**src/rtl/dspwm_pkg.sv**
```systemverilog
`timescale 1ns/1ps
package dspwm_pkg;
  typedef enum logic [1:0] {
    PRE_DIV1   = 2'd0,
    PRE_DIV4   = 2'd1,
    PRE_DIV32  = 2'd2,
    PRE_DIV32B = 2'd3
  } presc_e;

  localparam logic [2:0] ADDR_CTRL = 3'd0;
  localparam logic [2:0] ADDR_TOP  = 3'd1;
  localparam logic [2:0] ADDR_CMPA = 3'd2;
  localparam logic [2:0] ADDR_CMPB = 3'd3;
  localparam logic [2:0] ADDR_CHEN = 3'd4;
endpackage

```
**src/rtl/dspwm_regs.sv**
```systemverilog
`timescale 1ns/1ps
module dspwm_regs
  import dspwm_pkg::*;
#(
  parameter int CNT_W       = 8,
  parameter int SYNC_CYCLES = 4
) (
  input  logic             clk,
  input  logic             rst,
  input  logic             wr_en,
  input  logic [2:0]       wr_addr,
  input  logic [CNT_W-1:0] wr_data,
  output logic             run,
  output presc_e           presc_sel,
  output logic [CNT_W-1:0] shd_top,
  output logic [CNT_W-1:0] shd_cmpa,
  output logic [CNT_W-1:0] shd_cmpb,
  output logic [1:0]       chan_en,
  output logic             ready
);
  localparam int SW = $clog2(SYNC_CYCLES + 1);
  localparam logic [SW-1:0] SYNC_LIM = SW'(SYNC_CYCLES);

  logic [SW-1:0] sync_cnt;
  logic          ctrl_wr;

  assign ctrl_wr = wr_en && (wr_addr == ADDR_CTRL);
  assign ready   = !run && (sync_cnt == SYNC_LIM);

  always_ff @(posedge clk) begin
    if (rst) begin
      run       <= 1'b0;
      presc_sel <= PRE_DIV1;
      shd_top   <= '1;
      shd_cmpa  <= '0;
      shd_cmpb  <= '0;
      chan_en   <= 2'b00;
      sync_cnt  <= '0;
    end else begin
      if (ctrl_wr) begin
        // protected field: only while stopped
        if (!run) presc_sel <= presc_e'(wr_data[2:1]);
        if (!wr_data[0])  run <= 1'b0;
        else if (ready)   run <= 1'b1;
      end
      if (wr_en && wr_addr == ADDR_TOP)  shd_top  <= wr_data;
      if (wr_en && wr_addr == ADDR_CMPA) shd_cmpa <= wr_data;
      if (wr_en && wr_addr == ADDR_CMPB) shd_cmpb <= wr_data;
      if (wr_en && wr_addr == ADDR_CHEN) chan_en  <= wr_data[1:0];
      if (run)                      sync_cnt <= '0;
      else if (sync_cnt != SYNC_LIM) sync_cnt <= sync_cnt + SW'(1);
    end
  end
endmodule

```
**src/rtl/dspwm_prescaler.sv**
```systemverilog
`timescale 1ns/1ps
module dspwm_prescaler
  import dspwm_pkg::*;
#(
  parameter int DIV_MID = 4,
  parameter int DIV_HI  = 32
) (
  input  logic   clk,
  input  logic   rst,
  input  logic   run,
  input  presc_e sel,
  output logic   tick
);
  localparam int PW = $clog2(DIV_HI);

  logic [PW-1:0] pcnt;
  logic [PW-1:0] lim;

  always_comb begin
    case (sel)
      PRE_DIV1: lim = '0;
      PRE_DIV4: lim = PW'(DIV_MID - 1);
      default:  lim = PW'(DIV_HI - 1);
    endcase
  end

  assign tick = run && (pcnt == lim);

  always_ff @(posedge clk) begin
    if (rst || !run)  pcnt <= '0;
    else if (tick)    pcnt <= '0;
    else              pcnt <= pcnt + PW'(1);
  end
endmodule

```
**src/rtl/dspwm_core.sv**
```systemverilog
`timescale 1ns/1ps
module dspwm_core #(
  parameter int CNT_W = 8
) (
  input  logic             clk,
  input  logic             rst,
  input  logic             run,
  input  logic             tick,
  input  logic [CNT_W-1:0] shd_top,
  input  logic [CNT_W-1:0] shd_cmpa,
  input  logic [CNT_W-1:0] shd_cmpb,
  output logic [CNT_W-1:0] cnt,
  output logic [CNT_W-1:0] act_top,
  output logic [1:0]       wave
);
  logic             cnt_down;
  logic [CNT_W-1:0] act_cmpa;
  logic [CNT_W-1:0] act_cmpb;

  always_ff @(posedge clk) begin
    if (rst) begin
      cnt      <= '0;
      cnt_down <= 1'b0;
      wave     <= 2'b00;
      act_top  <= '0;
      act_cmpa <= '0;
      act_cmpb <= '0;
    end else if (!run) begin
      cnt      <= '0;
      cnt_down <= 1'b0;
      wave     <= 2'b00;
      act_top  <= shd_top;
      act_cmpa <= shd_cmpa;
      act_cmpb <= shd_cmpb;
    end else if (tick) begin
      // A: set descending, clear ascending. B: the reverse.
      if (cnt == act_cmpa) wave[0] <= cnt_down;
      if (cnt == act_cmpb) wave[1] <= !cnt_down;
      if (!cnt_down) begin
        if (cnt == act_top) cnt_down <= 1'b1;
        else                cnt      <= cnt + CNT_W'(1);
      end else begin
        if (cnt == '0) begin
          cnt_down <= 1'b0;
          act_top  <= shd_top;
          act_cmpa <= shd_cmpa;
          act_cmpb <= shd_cmpb;
        end else begin
          cnt <= cnt - CNT_W'(1);
        end
      end
    end
  end
endmodule

```
**src/rtl/dspwm_top.sv**
```systemverilog
`timescale 1ns/1ps
module dspwm_top
  import dspwm_pkg::*;
#(
  parameter int CNT_W       = 8,
  parameter int DIV_MID     = 4,
  parameter int DIV_HI      = 32,
  parameter int SYNC_CYCLES = 4
) (
  input  logic             clk,
  input  logic             rst,
  input  logic             wr_en,
  input  logic [2:0]       wr_addr,
  input  logic [CNT_W-1:0] wr_data,
  output logic             en_ready,
  output logic             pin_a,
  output logic             pin_b
);
  localparam int NCH = 2;

  logic             run;
  presc_e           presc_sel;
  logic [CNT_W-1:0] shd_top, shd_cmpa, shd_cmpb;
  logic [NCH-1:0]   chan_en;
  logic             tick;
  logic [CNT_W-1:0] cnt;
  logic [CNT_W-1:0] act_top;
  logic [NCH-1:0]   wave;
  logic [NCH-1:0]   pin_q;

  dspwm_regs #(.CNT_W(CNT_W), .SYNC_CYCLES(SYNC_CYCLES)) u_regs (
    .clk(clk), .rst(rst), .wr_en(wr_en), .wr_addr(wr_addr), .wr_data(wr_data),
    .run(run), .presc_sel(presc_sel), .shd_top(shd_top), .shd_cmpa(shd_cmpa),
    .shd_cmpb(shd_cmpb), .chan_en(chan_en), .ready(en_ready)
  );

  dspwm_prescaler #(.DIV_MID(DIV_MID), .DIV_HI(DIV_HI)) u_pre (
    .clk(clk), .rst(rst), .run(run), .sel(presc_sel), .tick(tick)
  );

  dspwm_core #(.CNT_W(CNT_W)) u_core (
    .clk(clk), .rst(rst), .run(run), .tick(tick), .shd_top(shd_top),
    .shd_cmpa(shd_cmpa), .shd_cmpb(shd_cmpb), .cnt(cnt), .act_top(act_top),
    .wave(wave)
  );

  for (genvar ch = 0; ch < NCH; ch++) begin : g_gate
    always_ff @(posedge clk) begin
      if (rst) pin_q[ch] <= 1'b0;
      else     pin_q[ch] <= wave[ch] & chan_en[ch];
    end
  end

  assign pin_a = pin_q[0];
  assign pin_b = pin_q[1];
endmodule

```
**config.mk**
```make
export PLATFORM = sky130hd
export DESIGN_NAME = dspwm_top
export DESIGN_NICKNAME = d
export VERILOG_FILES = /design/src/rtl/dspwm_pkg.sv /design/src/rtl/dspwm_regs.sv /design/src/rtl/dspwm_prescaler.sv /design/src/rtl/dspwm_core.sv /design/src/rtl/dspwm_top.sv
export SDC_FILE = /design/constraint.sdc
export NUM_CORES = 1
export LEC_CHECK = 0
export ABC_AREA = 1
export BUFFER_PORTS_ARGS = -buffer_cell sky130_fd_sc_hd__buf_2
export CAP_MARGIN = 20
export CORE_MARGIN = 1
export CORE_UTILIZATION = 60
export DETAILED_ROUTE_END_ITERATION = 16
export PLACE_DENSITY = 0.83
export SLEW_MARGIN = 20
export SYNTH_ARGS = -nofsm -noshare
export SYNTH_HDL_FRONTEND = slang
export SYNTH_SLANG_ARGS = --single-unit
```
**constraint.sdc**
```tcl
create_clock -name clk -period 2.6 [get_ports clk]
set_clock_uncertainty 0.05 [all_clocks]
set_input_delay 0.13 -clock clk [delete_from_list [all_inputs] [get_ports clk]]
set_output_delay 0.13 -clock clk [all_outputs]
set_load 0.03 [all_outputs]
```
==> metrics <==
status finished, final reports clean; Slew @ Worst Pin approximately 530 ps; DP Cell Count 552; reg2reg end u_core.cnt[6]; Area Growth Syn to Fin 11.3%; I/O pins 17; crit-path max FO 13; Die W 77.7 µm; CTS buffer count 9; critical path data arrival time 2330 ps; final non-filler cell total 574; Peak VDD IR 511 µV; hold path depth 3; worst relative slew slack 64.6%; routed via count roughly 3000; critical path type flip-flop to flip-flop; DIE HEIGHT 77.7 µm; GRT Total Usage 26.0%; R2R Setup Slk 520 ps; Cell Rows 27; RSZ-0062 raised after global routing no; CTS tree done; syn_nets 500; PwrDens 609 nW/µm²; Cells after Synth ~480; WHS Endpoint u_regs.shd_top[2]; TNS Setup 0 ps; Worst-path clk slew 80 ps; number of fill cells 442; first-pass GRT wire length 12300 µm; post-synthesis cell area 3440 µm²; drt wl/cell 12.5 µm; Remaining DRCs 0; number of global-route vias before repair 2729; Routed Antenna Nets 0; number of synthesized register bits 74; post-synthesis sequential area ratio 43.1%; clk buf depth 2; top achievable clock speed ~480 MHz; core area 5510 µm²; Final nets 521; 1st-pass router iterations 4; Leakage 1.84 nW; Reg2Reg Depth 8; Post-CTS Resized 0; drt total wl 7200 µm; crit path capture type flip-flop; crit share post-route about four fifths; CTS Sinks 74; CP Launch Type flip-flop; initial DRC count 170; worst-skew pair later-pin latency 360 ps; worst r2r src u_core.cnt_down; Die Area 6040 µm²; layout cell share with drive strength beyond 1 9.76%; Slew Viols, Final 0; library cells used by synthesis 29; Port Buf Inserts 16; hold path startpoint wr_data[2]; Final Hold Vio Count 0; antenna cell count 0; GPL Wtd Cong roughly 0.84; CTS root buffer clkbuf_8; Synth Warn # 0; antenna violations before repair 0; grt total ovfl 0; most frequent cells in the layout nor2_1 (108), nand2_1 (81), dfxtp_1 (74), inv_1 (48), o21ai_0 (47); final-report setup violation count 0; leading cell type in the layout, fill and taps excluded nor2_1; Via density 5.16; hpwl dp 4950 µm; H-tree Lvls 3; Final min period 2080 ps; setup bufs post-CTS 0; Worst Hold Class input pin to flip-flop; worst path required time 2850 ps; Max Cap Violations 0; syn avg cell area 7.23 µm²; Starting Density 62.5%; largest net degree at the start of global routing 52
[synth_stat cells (all sizes together)]
| master | number | area share (%) |
|---|---|---|
| a21oi | 25 | 3.6 |
| a221oi | 1 | 0.25 |
| a31oi | 1 | 0.18 |
| buf | 7 | 1.6 |
| clkbuf | 7 | 0.76 |
| dfxtp | 74 | 43 |
| fa | 1 | 0.58 |
| ha | 9 | 3.3 |
| inv | 52 | 5.7 |
| nand2 | 85 | 9.6 |
| nand3 | 18 | 3.0 |
| nand3b | 1 | 0.22 |
| nand4 | 7 | 1.3 |
| nor2 | 110 | 12 |
| nor3 | 2 | 0.76 |
| o211ai | 1 | 0.22 |
| o21ai | 49 | 7.2 |
| or2 | 1 | 0.18 |
| xnor2 | 4 | 1.0 |
| xor2 | 21 | 5.3 |
[worst max-delay path by stage]
| stage | from | endpoint | slack, ps |
|---|---|---|---|
| CTS | u_core.cnt_down | u_core.cnt[6] | 550 |
| global route | u_core.cnt_down | u_core.cnt[6] | 310 |
| detailed placement | u_core.cnt_down | u_core.cnt[6] | 580 |
| finish | u_core.cnt_down | u_core.cnt[6] | 520 |
| floorplan | u_core.cnt_down | u_core.cnt[6] | 710 |
| global placement | u_core.cnt_down | u_core.cnt[6] | 620 |
[layout make-up]
class / instances / area (µm²) / area share (%)
inverters: 52 / 195 / 5.10
flip-flops and latches: 74 / 1480 / 38.7
repair buffers: 24 / 155 / 4.05
well taps: 72 / 90.1 / 2.35
clock buffers: 9 / 124 / 3.23
clock inverters: 7 / 103 / 2.68
multi-input cells: 336 / 1680 / 43.9
[sequential cells by signal, summed over array words and instances (netlist names), 3 cells and up]
name / count
u_regs.shd_top: 8
u_regs.shd_cmpa: 8
u_core.act_cmpb: 8
u_core.act_top: 8
u_core.cnt: 8
u_core.act_cmpa: 8
u_regs.shd_cmpb: 8
u_regs.sync_cnt: 3
u_pre.pcnt: 5
[power breakdown]
group	switching (mW)	internal [mW]
sequential	0.0229	1.17
combinational	0.0856	0.0556
clock	0.453	0.548
[stage by stage]
stage	setup slack, ps	hold slack [ps]	power [mW]	util, %	cell area, µm²
global placement	620	320	1.34	64.3	3540
CTS	550	4.73	2.34	69.6	3830
finish	520	7.27	2.33	69.6	3830
global route	306	21.2	2.43	69.6	3830
detailed placement	583	320	1.35	64.3	3540
floorplan	709	193	1.31	-	3440
[what timing repair did]
action / in CTS / in global routing
hold endpoints to repair: 13 / 0
hold buffers: 6 / 0
setup endpoints to repair: 0 / 0
[worst max-delay path: stages, from the launching register on]
cell and delay, ps:
dfxtp_1 620, inv_1 140, fa_1 420, o21ai_0 330
nand2_1 90, nand2_1 80, xor2_1 150, nor2_1 60
nor2_1 90
[per-layer routing]
metal	track usage, %	wire length (µm)
met4	10.0	195
met3	6.00	225
met5	0	0
met2	42.8	3330
met1	33.0	3440
[kinds of logic (layout without fill, tap and decap cells)]
group | after synthesis | in the layout | share of synthesized area [%]
simple gates | 224 | 224 | 27.1
compound gates | 77 | 77 | 11.5
flops | 74 | 74 | 43.1
buf+inv | 66 | 92 | 8.07
xor+xnor | 25 | 25 | 6.36
fa+ha+maj | 10 | 10 | 3.85
(Power assumes the default switching activity.)
